### src/rtl/abd_pkg.sv
package abd_pkg;

   typedef enum logic [0:0] {
      QUAL_ANY = 1'b0,
      QUAL_ALL = 1'b1
   } qual_mode_e;

   typedef enum logic [0:0] {
      SYNC_HIGH = 1'b0,
      SYNC_LOW  = 1'b1
   } sync_pol_e;

endpackage

### src/rtl/abd_sync_edge.sv
module abd_sync_edge
   import abd_pkg::*;
#(
   parameter sync_pol_e POL = SYNC_HIGH
) (
   input  logic clk,
   input  logic rst_n,
   input  logic sync_in,
   output logic lead_o
);

   logic norm;
   logic prev_q;

   generate
      if (POL == SYNC_HIGH) begin : g_high
         assign norm = sync_in;
      end else begin : g_low
         assign norm = ~sync_in;
      end
   endgenerate

   always_ff @(posedge clk or negedge rst_n) begin
      if (!rst_n) prev_q <= 1'b0;
      else        prev_q <= norm;
   end

   assign lead_o = norm & ~prev_q;

endmodule

### src/rtl/abd_pos_count.sv
module abd_pos_count #(
   parameter int COL_W = 12,
   parameter int ROW_W = 11
) (
   input  logic             clk,
   input  logic             rst_n,
   input  logic             h_lead,
   input  logic             v_lead,
   output logic [COL_W-1:0] pix_o,
   output logic [ROW_W-1:0] line_o
);

   localparam logic [COL_W-1:0] PIX_MAX  = {COL_W{1'b1}};
   localparam logic [ROW_W-1:0] LINE_MAX = {ROW_W{1'b1}};

   logic [COL_W-1:0] pix_q;
   logic [ROW_W-1:0] line_q;

   always_comb begin
      if (h_lead)                pix_o = '0;
      else if (pix_q == PIX_MAX) pix_o = pix_q;
      else                       pix_o = pix_q + 1'b1;

      if (v_lead)                line_o = '0;
      else if (h_lead && line_q != LINE_MAX) line_o = line_q + 1'b1;
      else                       line_o = line_q;
   end

   always_ff @(posedge clk or negedge rst_n) begin
      if (!rst_n) begin
         pix_q  <= '0;
         line_q <= '0;
      end else begin
         pix_q  <= pix_o;
         line_q <= line_o;
      end
   end

endmodule

### src/rtl/abd_qualify.sv
module abd_qualify
   import abd_pkg::*;
#(
   parameter int         PIX_W  = 8,
   parameter int         NUM_CH = 3,
   parameter qual_mode_e MODE   = QUAL_ANY
) (
   input  logic [NUM_CH*PIX_W-1:0] pix_i,
   input  logic [PIX_W-1:0]        thresh,
   output logic                    hit_o
);

   logic [NUM_CH-1:0] above;

   generate
      for (genvar c = 0; c < NUM_CH; c++) begin : g_ch
         assign above[c] = pix_i[c*PIX_W +: PIX_W] > thresh;
      end
      if (MODE == QUAL_ANY) begin : g_any
         assign hit_o = |above;
      end else begin : g_all
         assign hit_o = &above;
      end
   endgenerate

endmodule

### src/rtl/abd_span_track.sv
module abd_span_track #(
   parameter int POS_W = 12
) (
   input  logic             clk,
   input  logic             rst_n,
   input  logic             frame_lead,
   input  logic             hit,
   input  logic [POS_W-1:0] pos,
   output logic [POS_W-1:0] first_o,
   output logic [POS_W-1:0] last_o
);

   logic             seen_q;
   logic [POS_W-1:0] first_q;
   logic [POS_W-1:0] last_q;

   always_ff @(posedge clk or negedge rst_n) begin
      if (!rst_n) begin
         seen_q  <= 1'b0;
         first_q <= '0;
         last_q  <= '0;
         first_o <= '1;
         last_o  <= '0;
      end else begin
         if (frame_lead) begin
            first_o <= seen_q ? first_q : '1;
            last_o  <= seen_q ? last_q  : '0;
         end
         if (hit) begin
            if (!seen_q || frame_lead) first_q <= pos;
            last_q <= pos;
            seen_q <= 1'b1;
         end else if (frame_lead) begin
            seen_q <= 1'b0;
         end
      end
   end

endmodule

### src/rtl/active_bound_detect.sv
module active_bound_detect
   import abd_pkg::*;
#(
   parameter int         PIX_W    = 8,
   parameter int         COL_W    = 12,
   parameter int         ROW_W    = 11,
   parameter qual_mode_e QUAL     = QUAL_ANY,
   parameter sync_pol_e  SYNC_POL = SYNC_HIGH
) (
   input  logic             clk,
   input  logic             rst_n,
   input  logic [PIX_W-1:0] pix_r,
   input  logic [PIX_W-1:0] pix_g,
   input  logic [PIX_W-1:0] pix_b,
   input  logic             hsync,
   input  logic             vsync,
   input  logic [PIX_W-1:0] data_thresh,
   input  logic [ROW_W-1:0] sel_line,
   input  logic [COL_W-1:0] sel_col,
   output logic [COL_W-1:0] hstart_o,
   output logic [COL_W-1:0] hend_o,
   output logic [ROW_W-1:0] vstart_o,
   output logic [ROW_W-1:0] vend_o
);

   localparam int NUM_CH = 3;

   generate
      if (PIX_W < 1 || PIX_W > 16) begin : g_bad_pix
         $error("PIX_W out of range");
      end
      if (COL_W < 2 || COL_W > 16) begin : g_bad_col
         $error("COL_W out of range");
      end
      if (ROW_W < 2 || ROW_W > 16) begin : g_bad_row
         $error("ROW_W out of range");
      end
   endgenerate

   logic             h_lead;
   logic             v_lead;
   logic [COL_W-1:0] cur_pix;
   logic [ROW_W-1:0] cur_line;
   logic             qual;

   abd_sync_edge #(.POL(SYNC_POL)) u_hedge (
      .clk(clk), .rst_n(rst_n), .sync_in(hsync), .lead_o(h_lead)
   );

   abd_sync_edge #(.POL(SYNC_POL)) u_vedge (
      .clk(clk), .rst_n(rst_n), .sync_in(vsync), .lead_o(v_lead)
   );

   abd_pos_count #(.COL_W(COL_W), .ROW_W(ROW_W)) u_cnt (
      .clk(clk), .rst_n(rst_n), .h_lead(h_lead), .v_lead(v_lead),
      .pix_o(cur_pix), .line_o(cur_line)
   );

   abd_qualify #(.PIX_W(PIX_W), .NUM_CH(NUM_CH), .MODE(QUAL)) u_qual (
      .pix_i({pix_b, pix_g, pix_r}), .thresh(data_thresh), .hit_o(qual)
   );

   abd_span_track #(.POS_W(COL_W)) u_htrk (
      .clk(clk), .rst_n(rst_n), .frame_lead(v_lead),
      .hit(qual && (cur_line == sel_line)), .pos(cur_pix),
      .first_o(hstart_o), .last_o(hend_o)
   );

   abd_span_track #(.POS_W(ROW_W)) u_vtrk (
      .clk(clk), .rst_n(rst_n), .frame_lead(v_lead),
      .hit(qual && (cur_pix == sel_col)), .pos(cur_line),
      .first_o(vstart_o), .last_o(vend_o)
   );

endmodule

### config.mk
export PLATFORM = sky130hd
export DESIGN_NAME = active_bound_detect
export DESIGN_NICKNAME = d
export VERILOG_FILES = /design/src/rtl/abd_pkg.sv /design/src/rtl/abd_sync_edge.sv /design/src/rtl/abd_pos_count.sv /design/src/rtl/abd_qualify.sv /design/src/rtl/abd_span_track.sv /design/src/rtl/active_bound_detect.sv
export SDC_FILE = /design/constraint.sdc
export NUM_CORES = 1
export LEC_CHECK = 0
export CORE_MARGIN = 1
export CORE_UTILIZATION = 49
export CTS_CLUSTER_SIZE = 40
export DETAILED_ROUTE_END_ITERATION = 10
export PLACE_DENSITY = 0.73
export SLEW_MARGIN = 20
export SYNTH_ARGS = -nofsm -noshare
export SYNTH_HDL_FRONTEND = slang
export SYNTH_SLANG_ARGS = --single-unit
### constraint.sdc
create_clock -name clk -period 3.2 [get_ports clk]
set_input_delay 0.32 -clock clk [delete_from_list [all_inputs] [get_ports clk]]
set_output_delay 0.32 -clock clk [all_outputs]
set_load 0.05 [all_outputs]
==> reports/qor.yml <==
setup_viol: 9
gp_congestion: 0.907
grt_pass1_wl_mm: 27.3
placed_area_mm2: 0.00785
n_fill_cell: 950
max_slew_margin_pct: 45.1
peakVddDrop_v: 0.000356
syn-num-nets: 713
antenna_found_initial: 0
track_usage_pct: 26.9
final_layout_size_suffix_gt1_share_pct: 26.2
hp-class: "in -> reg"
rsz0062_at_grt: "yes"
initial_core_util_pct: 50.2
synth_edf_count: 0
grt_max_degree: 60
final-hold-violation-count: 0
synth.avg_cell_area_um2: 10.1
finalClockSkew_ps: 13.4
drv_slew: 0
cts_tree: "built"
crit_arrival_ps: 3600
synth_cells: 628
numCtsBuffers: 17
initialDrtViolationCount: 326
start_kind: "flip-flop"
die-area_mm2: 0.0134
ys_async_sr_fraction_pct: 100
fin_crit_ps: 3320
yosys_warnings: 0
routed_via_density: 5.62
core-area_mm2: 0.0126
rows: 41
cts_root_buf: "clkbuf_16"
maxCapViolCount: 0
finalPower_mw: 4.08
vias: 5445
cellPowerDensity_mw_per_mm2: 465
overflow: 0
required_ps: 3490
portBuffers: 104
yosysUniqueCellTypes: 70
setup.worst_path.end_class: "flip-flop"
dp_hpwl_mm: 12.1
place_ws_ps: -274
p_leak_nw: 4.02
crit_path_max_fanout: 6
n_antenna_cell: 0
yosysSeqAreaShare_pct: 47.5
ys.flop_type: "dfrtp_1"
fin_crit_sh_pct: 104
clock.fmax_mhz: 302
clock_sinks: 119
drcViolationCount: 0
area_growth_pct: 38.6
grt_pass1_vias: 5447
dr.pass1.iters: 4
ant_nets: 0
cts_htree_levels: 4
violations: "setup timing"
worst_pin_slew_ps: 823
design_area_mm2: 0.00878
num-nets-final: 869
yosys_register_bits: 119
clock_latency_ps: 410
die_height_um: 116
clk_pin_slew_worst_paths_ps: 60
setup_ws_ps: -116
pin_count: 105
wl_per_cell_um: 17.8
crit_type: "reg -> reg"
outcome: "complete, but fails checks"
cts_buffer_depth: 2
die_w_um: 116
wl_mm: 17.2
synth_area_mm2: 0.00633
-- worst paths after layout --
kind / startpoint / to / slack [ps] / cells past startpoint
max: u_cnt.pix_q[4] / u_vtrk.first_q[5] / -120 / 9
min: hsync / u_hedge.prev_q / 100 / 1
max reg2reg: u_cnt.pix_q[4] / u_vtrk.first_q[5] / -120 / 9
min reg2reg: u_htrk.last_o[8] / u_htrk.last_o[8] / 460 / 2
max in group asynchronous: rst_n / u_vtrk.first_o[0] / 1900 / 3
min in group asynchronous: rst_n / u_htrk.last_q[7] / 450 / 2
-- cells in the final DEF (no fill, tap or decap), types with 10 or more instances in the layout --
| cell | n |
|---|---|
| clkbuf_16 | 17 |
| and3_1 | 10 |
| a21oi_1 | 19 |
| ha_1 | 24 |
| a31oi_1 | 27 |
| xnor2_1 | 13 |
| o21ai_0 | 12 |
| nor3_1 | 11 |
| nand2_1 | 71 |
| clkdlybuf4s50_1 | 102 |
| mux2_2 | 28 |
| nand3_1 | 36 |
| buf_4 | 57 |
| nand4_1 | 11 |
| dfstp_2 | 23 |
| mux2_4 | 15 |
| dfrtp_1 | 92 |
| nor2_1 | 42 |
| inv_1 | 40 |
-- power by group --
| group | switching (mW) | total (mW) | internal (mW) |
|---|---|---|---|
| logic | 0.294 | 0.575 | 0.282 |
| clock network | 0.680 | 1.92 | 1.24 |
| registers | 0.0444 | 1.58 | 1.54 |
| total | 1.02 | 4.08 | 3.06 |
-- routing by layer --
layer  GRT usage [%]  vias to the layer above  wire length [um]
met2            46.3                      164              8770
li1                -                     2554                 -
met5               0                        -                 0
met4            9.74                        0               409
met3            5.13                       35               767
met1            33.7                     2692              7260
-- logic make-up (layout without fill, tap and decap cells) --
logic type | after synthesis | after routing | share of synthesized area (%)
AO/OA/AOI/OAI | 102 | 102 | 10.7
XOR/XNOR | 19 | 19 | 2.63
adder cells (fa/ha/maj) | 26 | 26 | 5.14
buffers and inverters | 72 | 240 | 4.96
flip-flops | 119 | 119 | 47.5
multiplexers | 50 | 50 | 9.21
AND/OR/NAND/NOR | 240 | 241 | 19.9
-- cells in the mapped netlist (6+ instances only) --
library cell	instances	share of area (%)
a21oi_1	21	1.7
dfrtp_1	96	38
nor2b_1	6	0.59
a31oi_1	28	2.8
nand3_1	37	2.9
and3_1	10	0.99
nand2_1	71	4.2
inv_1	40	2.4
nand4_1	11	1.1
xnor2_1	14	1.9
dfstp_2	23	9.5
mux2_4	7	1.7
o21ai_0	15	1.2
mux2_1	9	1.6
nor2_1	43	2.5
and2_1	9	0.89
ha_1	26	5.1
mux2_2	29	5.2
clkbuf_1	20	1.2
nor3_1	14	1.1
-- registers in the layout, summed over array words and instances, names as in the netlist --
| register | count |
|---|---|
| u_vtrk.first_q | 11 |
| u_hedge.prev_q | 1 |
| u_htrk.last_q | 12 |
| u_vtrk.first_o | 11 |
| u_vtrk.last_q | 11 |
| u_cnt.line_q | 11 |
| u_htrk.last_o | 12 |
| u_vtrk.last_o | 11 |
| u_vtrk.seen_q | 1 |
| u_cnt.pix_q | 12 |
| u_htrk.seen_q | 1 |
| u_vedge.prev_q | 1 |
| u_htrk.first_q | 12 |
| u_htrk.first_o | 12 |
-- area by class of cell --
type / instances / area (um^2) / share of cell area [%]
clock buffer: 20 / 447 / 5.09
multi-input combinational: 438 / 3240 / 36.9
inverter: 40 / 150 / 1.71
tap: 172 / 215 / 2.45
clock inverter: 12 / 151 / 1.73
timing repair buffer: 168 / 1570 / 17.8
sequential: 119 / 3010 / 34.3
-- what timing repair did --
action | in CTS | in global routing
endpoints found under the setup margin | 24 | 45
pin swaps | 7 | 17
setup buffers | 5 | 5
cloned | 1 | 1
hold buffers | 1 | 0
gates resized for setup | 10 | 45
hold endpoints to repair | 32 | 0
-- critical path, stage by stage (launching register included) --
cell	delay [ps]
dfrtp_1	460
nand2_1	180
nor4_4	320
buf_4	180
mux2i_1	200
o2111ai_1	150
or4_4	560
or4b_4	610
nor2_4	210
mux2_1	330
-- through the flow --
stage / TNS (ps) / util, % / instances / hold slack [ps]
3_5_place_dp: -8240 / 62.2 / 924 / 338
3_3_place_gp: -5700 / 62.2 / 924 / 334
2_1_floorplan: -699 / - / 628 / 24.4
5_1_grt: -2390 / 69.5 / 969 / 122
4_1_cts: -880 / 67.6 / 963 / 395
6_report: -699 / 69.5 / 969 / 104
Note: power is estimated with default switching activity, not from simulation.
